File: src/rtl/eccmon_pkg.sv
package eccmon_pkg;
  // enable register bit positions
  localparam int EN_RAM1    = 4;
  localparam int EN_FLASH1  = 5;
  localparam int EN_RAMNC   = 6;
  localparam int EN_FLASHNC = 7;
  localparam logic [7:0] EN_MASK = 8'hF0;

  // status register bit positions
  localparam int ST_FLASHNC = 0;
  localparam int ST_RAMNC   = 1;
  localparam int ST_FLASH1  = 4;
  localparam int ST_RAM1    = 5;

  // register map
  localparam logic [2:0] RA_ENABLE = 3'd0;
  localparam logic [2:0] RA_STATUS = 3'd1;
  localparam logic [2:0] RA_FADDR  = 3'd2;
  localparam logic [2:0] RA_FATTR  = 3'd3;
  localparam logic [2:0] RA_FDATA  = 3'd4;

  // control to datapath strobes
  typedef struct packed {
    logic capture;
    logic fromFlash;
  } capStrobe_t;
endpackage

File: src/rtl/eccmon_ctrl.sv
module eccmon_ctrl
  import eccmon_pkg::*;
(
  input  logic       clk,
  input  logic       rstN,
  input  logic       ramCorr,
  input  logic       ramUncorr,
  input  logic       flashCorr,
  input  logic       flashUncorr,
  input  logic       regWrEn,
  input  logic [2:0] regAddr,
  input  logic [7:0] regWrData,
  output logic [7:0] enableQ,
  output logic [7:0] statusQ,
  output capStrobe_t strobe,
  output logic       irqSingle,
  output logic       irqRamMulti,
  output logic       irqFlashMulti,
  output logic       irqMulti,
  output logic       irqAny
);
  logic ramNcHit, flashNcHit, ram1Hit, flash1Hit;
  logic [7:0] newFlag, statusD, enableD;
  logic wrEnable, wrStatus;

  assign ramNcHit   = ramUncorr   & enableQ[EN_RAMNC];
  assign flashNcHit = flashUncorr & enableQ[EN_FLASHNC];
  assign ram1Hit    = ramCorr     & enableQ[EN_RAM1];
  assign flash1Hit  = flashCorr   & enableQ[EN_FLASH1];

  assign wrEnable = regWrEn && (regAddr == RA_ENABLE);
  assign wrStatus = regWrEn && (regAddr == RA_STATUS);

  // fixed-priority pick among accepted events
  always_comb begin
    newFlag          = '0;
    strobe.capture   = 1'b1;
    strobe.fromFlash = 1'b0;
    if (ramNcHit) begin
      newFlag[ST_RAMNC] = 1'b1;
    end else if (flashNcHit) begin
      newFlag[ST_FLASHNC] = 1'b1;
      strobe.fromFlash    = 1'b1;
    end else if (ram1Hit) begin
      newFlag[ST_RAM1] = 1'b1;
    end else if (flash1Hit) begin
      newFlag[ST_FLASH1] = 1'b1;
      strobe.fromFlash   = 1'b1;
    end else begin
      strobe.capture = 1'b0;
    end
  end

  always_comb begin
    if (strobe.capture)  statusD = newFlag;
    else if (wrStatus)   statusD = statusQ & ~regWrData;
    else                 statusD = statusQ;
    enableD = wrEnable ? (regWrData & EN_MASK) : enableQ;
  end

  always_ff @(posedge clk or negedge rstN) begin
    if (!rstN) begin
      statusQ <= '0;
      enableQ <= '0;
    end else begin
      statusQ <= statusD;
      enableQ <= enableD;
    end
  end

  assign irqSingle     = (enableQ[EN_RAM1] & statusQ[ST_RAM1]) |
                         (enableQ[EN_FLASH1] & statusQ[ST_FLASH1]);
  assign irqRamMulti   = enableQ[EN_RAMNC] & statusQ[ST_RAMNC];
  assign irqFlashMulti = enableQ[EN_FLASHNC] & statusQ[ST_FLASHNC];
  assign irqMulti      = irqRamMulti | irqFlashMulti;
  assign irqAny        = irqSingle | irqMulti;
endmodule

File: src/rtl/eccmon_dp.sv
module eccmon_dp
  import eccmon_pkg::*;
#(
  parameter int ADDR_W = 32,
  parameter int ATTR_W = 8,
  parameter int DATA_W = 32,
  parameter int REG_DW = 32
) (
  input  logic              clk,
  input  logic              rstN,
  input  capStrobe_t        strobe,
  input  logic [ADDR_W-1:0] ramAddr,
  input  logic [ATTR_W-1:0] ramAttr,
  input  logic [DATA_W-1:0] ramData,
  input  logic [ADDR_W-1:0] flashAddr,
  input  logic [ATTR_W-1:0] flashAttr,
  input  logic [DATA_W-1:0] flashData,
  input  logic [2:0]        regAddr,
  input  logic [7:0]        enableQ,
  input  logic [7:0]        statusQ,
  output logic [ADDR_W-1:0] faultAddrQ,
  output logic [REG_DW-1:0] regRdData
);
  logic [ATTR_W-1:0] faultAttrQ;
  logic [DATA_W-1:0] faultDataQ;

  always_ff @(posedge clk or negedge rstN) begin
    if (!rstN) begin
      faultAddrQ <= '0;
      faultAttrQ <= '0;
      faultDataQ <= '0;
    end else if (strobe.capture) begin
      faultAddrQ <= strobe.fromFlash ? flashAddr : ramAddr;
      faultAttrQ <= strobe.fromFlash ? flashAttr : ramAttr;
      faultDataQ <= strobe.fromFlash ? flashData : ramData;
    end
  end

  always_comb begin
    unique case (regAddr)
      RA_ENABLE: regRdData = REG_DW'(enableQ);
      RA_STATUS: regRdData = REG_DW'(statusQ);
      RA_FADDR:  regRdData = REG_DW'(faultAddrQ);
      RA_FATTR:  regRdData = REG_DW'(faultAttrQ);
      RA_FDATA:  regRdData = REG_DW'(faultDataQ);
      default:   regRdData = '0;
    endcase
  end
endmodule

File: src/rtl/ecc_event_monitor.sv
module ecc_event_monitor
  import eccmon_pkg::*;
#(
  parameter int ADDR_W = 32,
  parameter int ATTR_W = 8,
  parameter int DATA_W = 32,
  parameter int REG_DW = (ADDR_W > DATA_W) ? ADDR_W : DATA_W
) (
  input  logic              clk,
  input  logic              rstN,
  input  logic              ramCorrPulse,
  input  logic              ramUncorrPulse,
  input  logic [ADDR_W-1:0] ramFaultAddr,
  input  logic [ATTR_W-1:0] ramFaultAttr,
  input  logic [DATA_W-1:0] ramFaultData,
  input  logic              flashCorrPulse,
  input  logic              flashUncorrPulse,
  input  logic [ADDR_W-1:0] flashFaultAddr,
  input  logic [ATTR_W-1:0] flashFaultAttr,
  input  logic [DATA_W-1:0] flashFaultData,
  input  logic              regWrEn,
  input  logic [2:0]        regAddr,
  input  logic [7:0]        regWrData,
  output logic [REG_DW-1:0] regRdData,
  output logic              irqSingle,
  output logic              irqRamMulti,
  output logic              irqFlashMulti,
  output logic              irqMulti,
  output logic              irqAny
);
  capStrobe_t        strobe;
  logic [7:0]        enableQ;
  logic [7:0]        statusQ;
  logic [ADDR_W-1:0] faultAddrQ;

  eccmon_ctrl ctrl_i (
    .clk(clk), .rstN(rstN),
    .ramCorr(ramCorrPulse), .ramUncorr(ramUncorrPulse),
    .flashCorr(flashCorrPulse), .flashUncorr(flashUncorrPulse),
    .regWrEn(regWrEn), .regAddr(regAddr), .regWrData(regWrData),
    .enableQ(enableQ), .statusQ(statusQ), .strobe(strobe),
    .irqSingle(irqSingle), .irqRamMulti(irqRamMulti),
    .irqFlashMulti(irqFlashMulti), .irqMulti(irqMulti), .irqAny(irqAny)
  );

  eccmon_dp #(
    .ADDR_W(ADDR_W), .ATTR_W(ATTR_W), .DATA_W(DATA_W), .REG_DW(REG_DW)
  ) dp_i (
    .clk(clk), .rstN(rstN), .strobe(strobe),
    .ramAddr(ramFaultAddr), .ramAttr(ramFaultAttr), .ramData(ramFaultData),
    .flashAddr(flashFaultAddr), .flashAttr(flashFaultAttr), .flashData(flashFaultData),
    .regAddr(regAddr), .enableQ(enableQ), .statusQ(statusQ),
    .faultAddrQ(faultAddrQ), .regRdData(regRdData)
  );
endmodule

File: config.mk
export PLATFORM = sky130hd
export DESIGN_NAME = ecc_event_monitor
export DESIGN_NICKNAME = d
export VERILOG_FILES = /design/src/rtl/eccmon_pkg.sv /design/src/rtl/eccmon_ctrl.sv /design/src/rtl/eccmon_dp.sv /design/src/rtl/ecc_event_monitor.sv
export SDC_FILE = /design/constraint.sdc
export NUM_CORES = 1
export LEC_CHECK = 0
export ABC_AREA = 0
export BUFFER_PORTS_ARGS = -buffer_cell sky130_fd_sc_hd__buf_4
export CAP_MARGIN = 40
export CORE_MARGIN = 2
export CORE_UTILIZATION = 40
export DETAILED_ROUTE_END_ITERATION = 6
export GPL_TIMING_DRIVEN = 0
export PLACE_DENSITY = 0.8
export SETUP_SLACK_MARGIN = 0.4
export SLEW_MARGIN = 40
export SYNTH_ARGS = -nofsm -noshare
export SYNTH_HDL_FRONTEND = slang
export SYNTH_SLANG_ARGS = --single-unit
File: constraint.sdc
create_clock -name clk -period 1.55 [get_ports clk]
set_clock_uncertainty 0.1 [all_clocks]
set_input_delay 0.0775 -clock clk [delete_from_list [all_inputs] [get_ports clk]]
set_output_delay 0.0775 -clock clk [all_outputs]
set_load 0.01 [all_outputs]
==> results by group <==
Critical path
  • Crit path max-delay cell type: mux4_2
  • Worst EP arrival: roughly 1600 ps
  • CP Class: reg -> out
  • CP endpoint kind: output pin
  • Critical-path maximum fanout: 3
  • CP cell instances: mux4_2 -> mux2_4 -> buf_6
  • Crit-path leading delay family: multiplexers
  • CP Launch Type: flop
  • Number of buffers and inverters on the critical path: 1
  • Required time of the critical path: 1370 ps
  • Slowest stage delay, CP: 470 ps

Power and ir drop
  • Max IR drop VDD: 0.606 mV
  • Total power: about 10 mW
  • Sw frac: 30.5%
  • P_leak: about 4 nW
  • Switching power: 3.05 mW
  • Seq pwr share: between 30% and 40%
  • Logic pwr share: 43.5%
  • Part of the power in the clock network: between 20% and 30%
  • Internal Pwr Total: 6.94 mW
  • Pwr Density: 1130 nW/um2

Global routing
  • GRT Total Usage: 30.5%
  • Vias in the first global route: 5,427
  • Grt total ovfl: 0
  • First-pass GRT wire length: 27.8 mm
  • Largest net degree at the start of global routing: 85
  • Initial antenna violation count: 0

Synth
  • Synth cell types: 33
  • Number of synthesized register bits: 84
  • Post-synth top flop: dfrtp_1
  • Synth top area share: 46.5%
  • YS warnings: 0
  • Cells taking the most area after synthesis: dfrtp_1, o221a_2, nand2b_1
  • Post-Syn Area: about 4500 um2
  • Avg Cell Area, Syn: between 10 and 15 um2
  • Synth cell count leaders: dfrtp_1, o221a_2, nand2b_1
  • EDFF count, synth: 0
  • Sequential cell area fraction in the yosys report: 46.5%
  • Count leader, synth: dfrtp_1
  • Cells after Synth: 393
  • Post-synth top area cell: dfrtp_1
  • Total nets after synthesis: 555
  • Async set-reset flop share out of synthesis: between 90% and 100%

Floorplan
  • Die Y: 110 um
  • # IOs: 199
  • Initial Utilization: 41.3%
  • Die area: 12,200 um2
  • Core Region: 10,900 um2
  • Row count: 38
  • Die W: 110 um

Timing
  • Final Hold Viols: 1
  • Worst rel slew slack: ~55%
  • Post-route setup TNS: -6800 ps
  • Final Cycle Share: 117%
  • Final Setup Violations: 85
  • RSZ-0062 raised after global routing: yes
  • Setup ws final: -271 ps
  • Fmax: approximately 550 MHz
  • Worst slew pin tran: a little under 700 ps
  • Final Hold Slack: -23.1 ps
  • Post-layout minimum cycle time: 1820 ps
  • Final count of pins violating max slew: 0

Finish
  • Register area: 2110 um2
  • # fillers: roughly 620
  • Number of nets in the layout: 945
  • Area grow syn2layout: 94.9%
  • Fin util: 80.6%
  • Footprint of the multi-input gates: 2460 um2
  • # diodes: 0
  • Layout cells sized above 1: roughly 56%
  • Final Instance Area: around 8800 um2
  • Final Non-Filler Cells: between 900 and 1,000

Placement
  • Final HPWL DP: 10.7 mm
  • Placer Congestion: 0.930
  • Post-Place Cells: 730
  • Placed inst area: 6290 um2
  • PortBufs: ~200

Drt
  • Routed len/inst: 20.9 um
  • DR pass1 iterations: 6
  • Met2 Routed Length: 9.94 mm
  • Met1 WL: a little under 8 mm
  • Post-route ant nets: 0
  • Met3 WL: 1.21 mm
  • Final wirelength: slightly below 20 mm
  • Highest metal used: met4
  • Iter 0 DRT Violations: around 420
  • Vias per std cell: between 5 and 6
  • Remaining DRCs: 0
  • Via count: 5,126

Clock tree
  • # H-tree levels: 3
  • Clock Latency Late Sink: 330 ps
  • CTS clock-pin slew for the worst setup and hold paths: 60 ps
  • Post-CTS Hold Buffers: 121
  • CTS tree: built
  • Root Driver: clkbuf_16
  • Sink Count: 84
  • Clock buffer depth: 2
  • Cts bufs inserted: 9

Run
  • Max-Cap Viols: 0

Run status
  • Failing checks: negative hold slack, negative setup slack
  • Status: finished with violations

Worst hold path
  • Min-delay worst type: in -> reg
worst register-to-register path: stages, from the launching register on:
cell	delay [ps]
dfrtp_2	450
and2_4	170
o21ai_4	160
buf_8	160
buf_8	130
or2b_1	250
o221a_2	130
kinds of logic after synthesis:
| kind of cell | Yosys count | share of synthesized area (%) |
|---|---|---|
| AND/OR/NAND/NOR | 137 | 17.9 |
| AO/OA/AOI/OAI | 120 | 25.8 |
| flip-flops | 84 | 46.5 |
| buffers and inverters | 36 | 5.68 |
| multiplexers | 16 | 4.15 |
flip-flops by register name (all words and copies together), names as in the netlist:
register,flops
ctrl_i.statusQ,8
dp_i.faultDataQ,32
ctrl_i.enableQ,4
dp_i.faultAddrQ,32
dp_i.faultAttrQ,8
final cells by class:
class	count	area share, %
multi-input cells	273	28.0
clock inverters	2	0.682
repair buffers	379	37.1
plain buffers	36	5.65
well taps	140	1.99
clock buffers	13	2.73
flip-flops and latches	84	23.9
repair_timing:
action,4_1_cts,5_1_grt
pin swaps,15,16
endpoints found under the setup margin,116,118
buffers inserted,31,24
hold endpoints to repair,167,2
gates resized for setup,78,45
gates cloned,5,1
per-stage QoR:
| stage | worst slack [ps] | hold WS (ps) |
|---|---|---|
| floorplan | 80.6 | -318 |
| global placement | -299 | 222 |
| detailed placement | -315 | 79.6 |
| CTS | -268 | -6.40 |
| global route | -290 | -28.0 |
| finish | -271 | -23.1 |
layout by cell type (no fill, tap or decap), drive strengths merged:
cell / synthesis / layout
nand2b: 41 / 41
nor2: 27 / 27
mux2i: 6 / 6
nor4b: 1 / 1
mux2: 9 / 9
clkbuf: 13 / 27
a21oi: 6 / 6
dfrtp: 84 / 84
bufinv: 0 / 2
a22oi: 29 / 29
nor2b: 3 / 3
dlygate4sd3: 0 / 121
buf: 23 / 279
nand3: 2 / 2
or2b: 32 / 32
and3: 4 / 4
nor4bb: 1 / 1
o22ai: 3 / 3
or2: 1 / 1
a32o: 1 / 1
a22o: 1 / 1
and2: 3 / 3
clkdlybuf4s15: 0 / 1
or3: 1 / 1
nand2: 19 / 19
o221a: 72 / 72
mux4: 1 / 1
o21ai: 8 / 8
nor3b: 2 / 2
path summary, 6_finish.rpt:
path,cells past startpoint,endpoint,slack (ps),start
max,3,regRdData[5],-270,ctrl_i.statusQ[5]
min in group asynchronous,2,ctrl_i.statusQ[3],240,rstN
min,3,ctrl_i.statusQ[4],-20,flashCorrPulse
max reg2reg,6,dp_i.faultDataQ[21],-120,ctrl_i.enableQ[7]
min reg2reg,1,ctrl_i.statusQ[6],430,ctrl_i.statusQ[6]
max in group asynchronous,2,ctrl_i.enableQ[6],570,rstN
metal layers:
metal | global-route usage, % | vias up
li1 | - | 2281
met2 | 52.4 | 299
met4 | 12.0 | 0
met3 | 4.64 | 39
met1 | 38.5 | 2507
met5 | 0 | -
power groups by stage:
stage                     clock (mW)  combinational [mW]  sequential (mW)
after global routing            2.38                4.56             3.45
after detailed placement           0                2.88             3.34
after CTS                       2.26                3.85             3.31
final                           2.25                4.34             3.39
after floorplan                    0                1.90             3.17
after global placement             0                2.83             3.32
(Power assumes the default switching activity.)
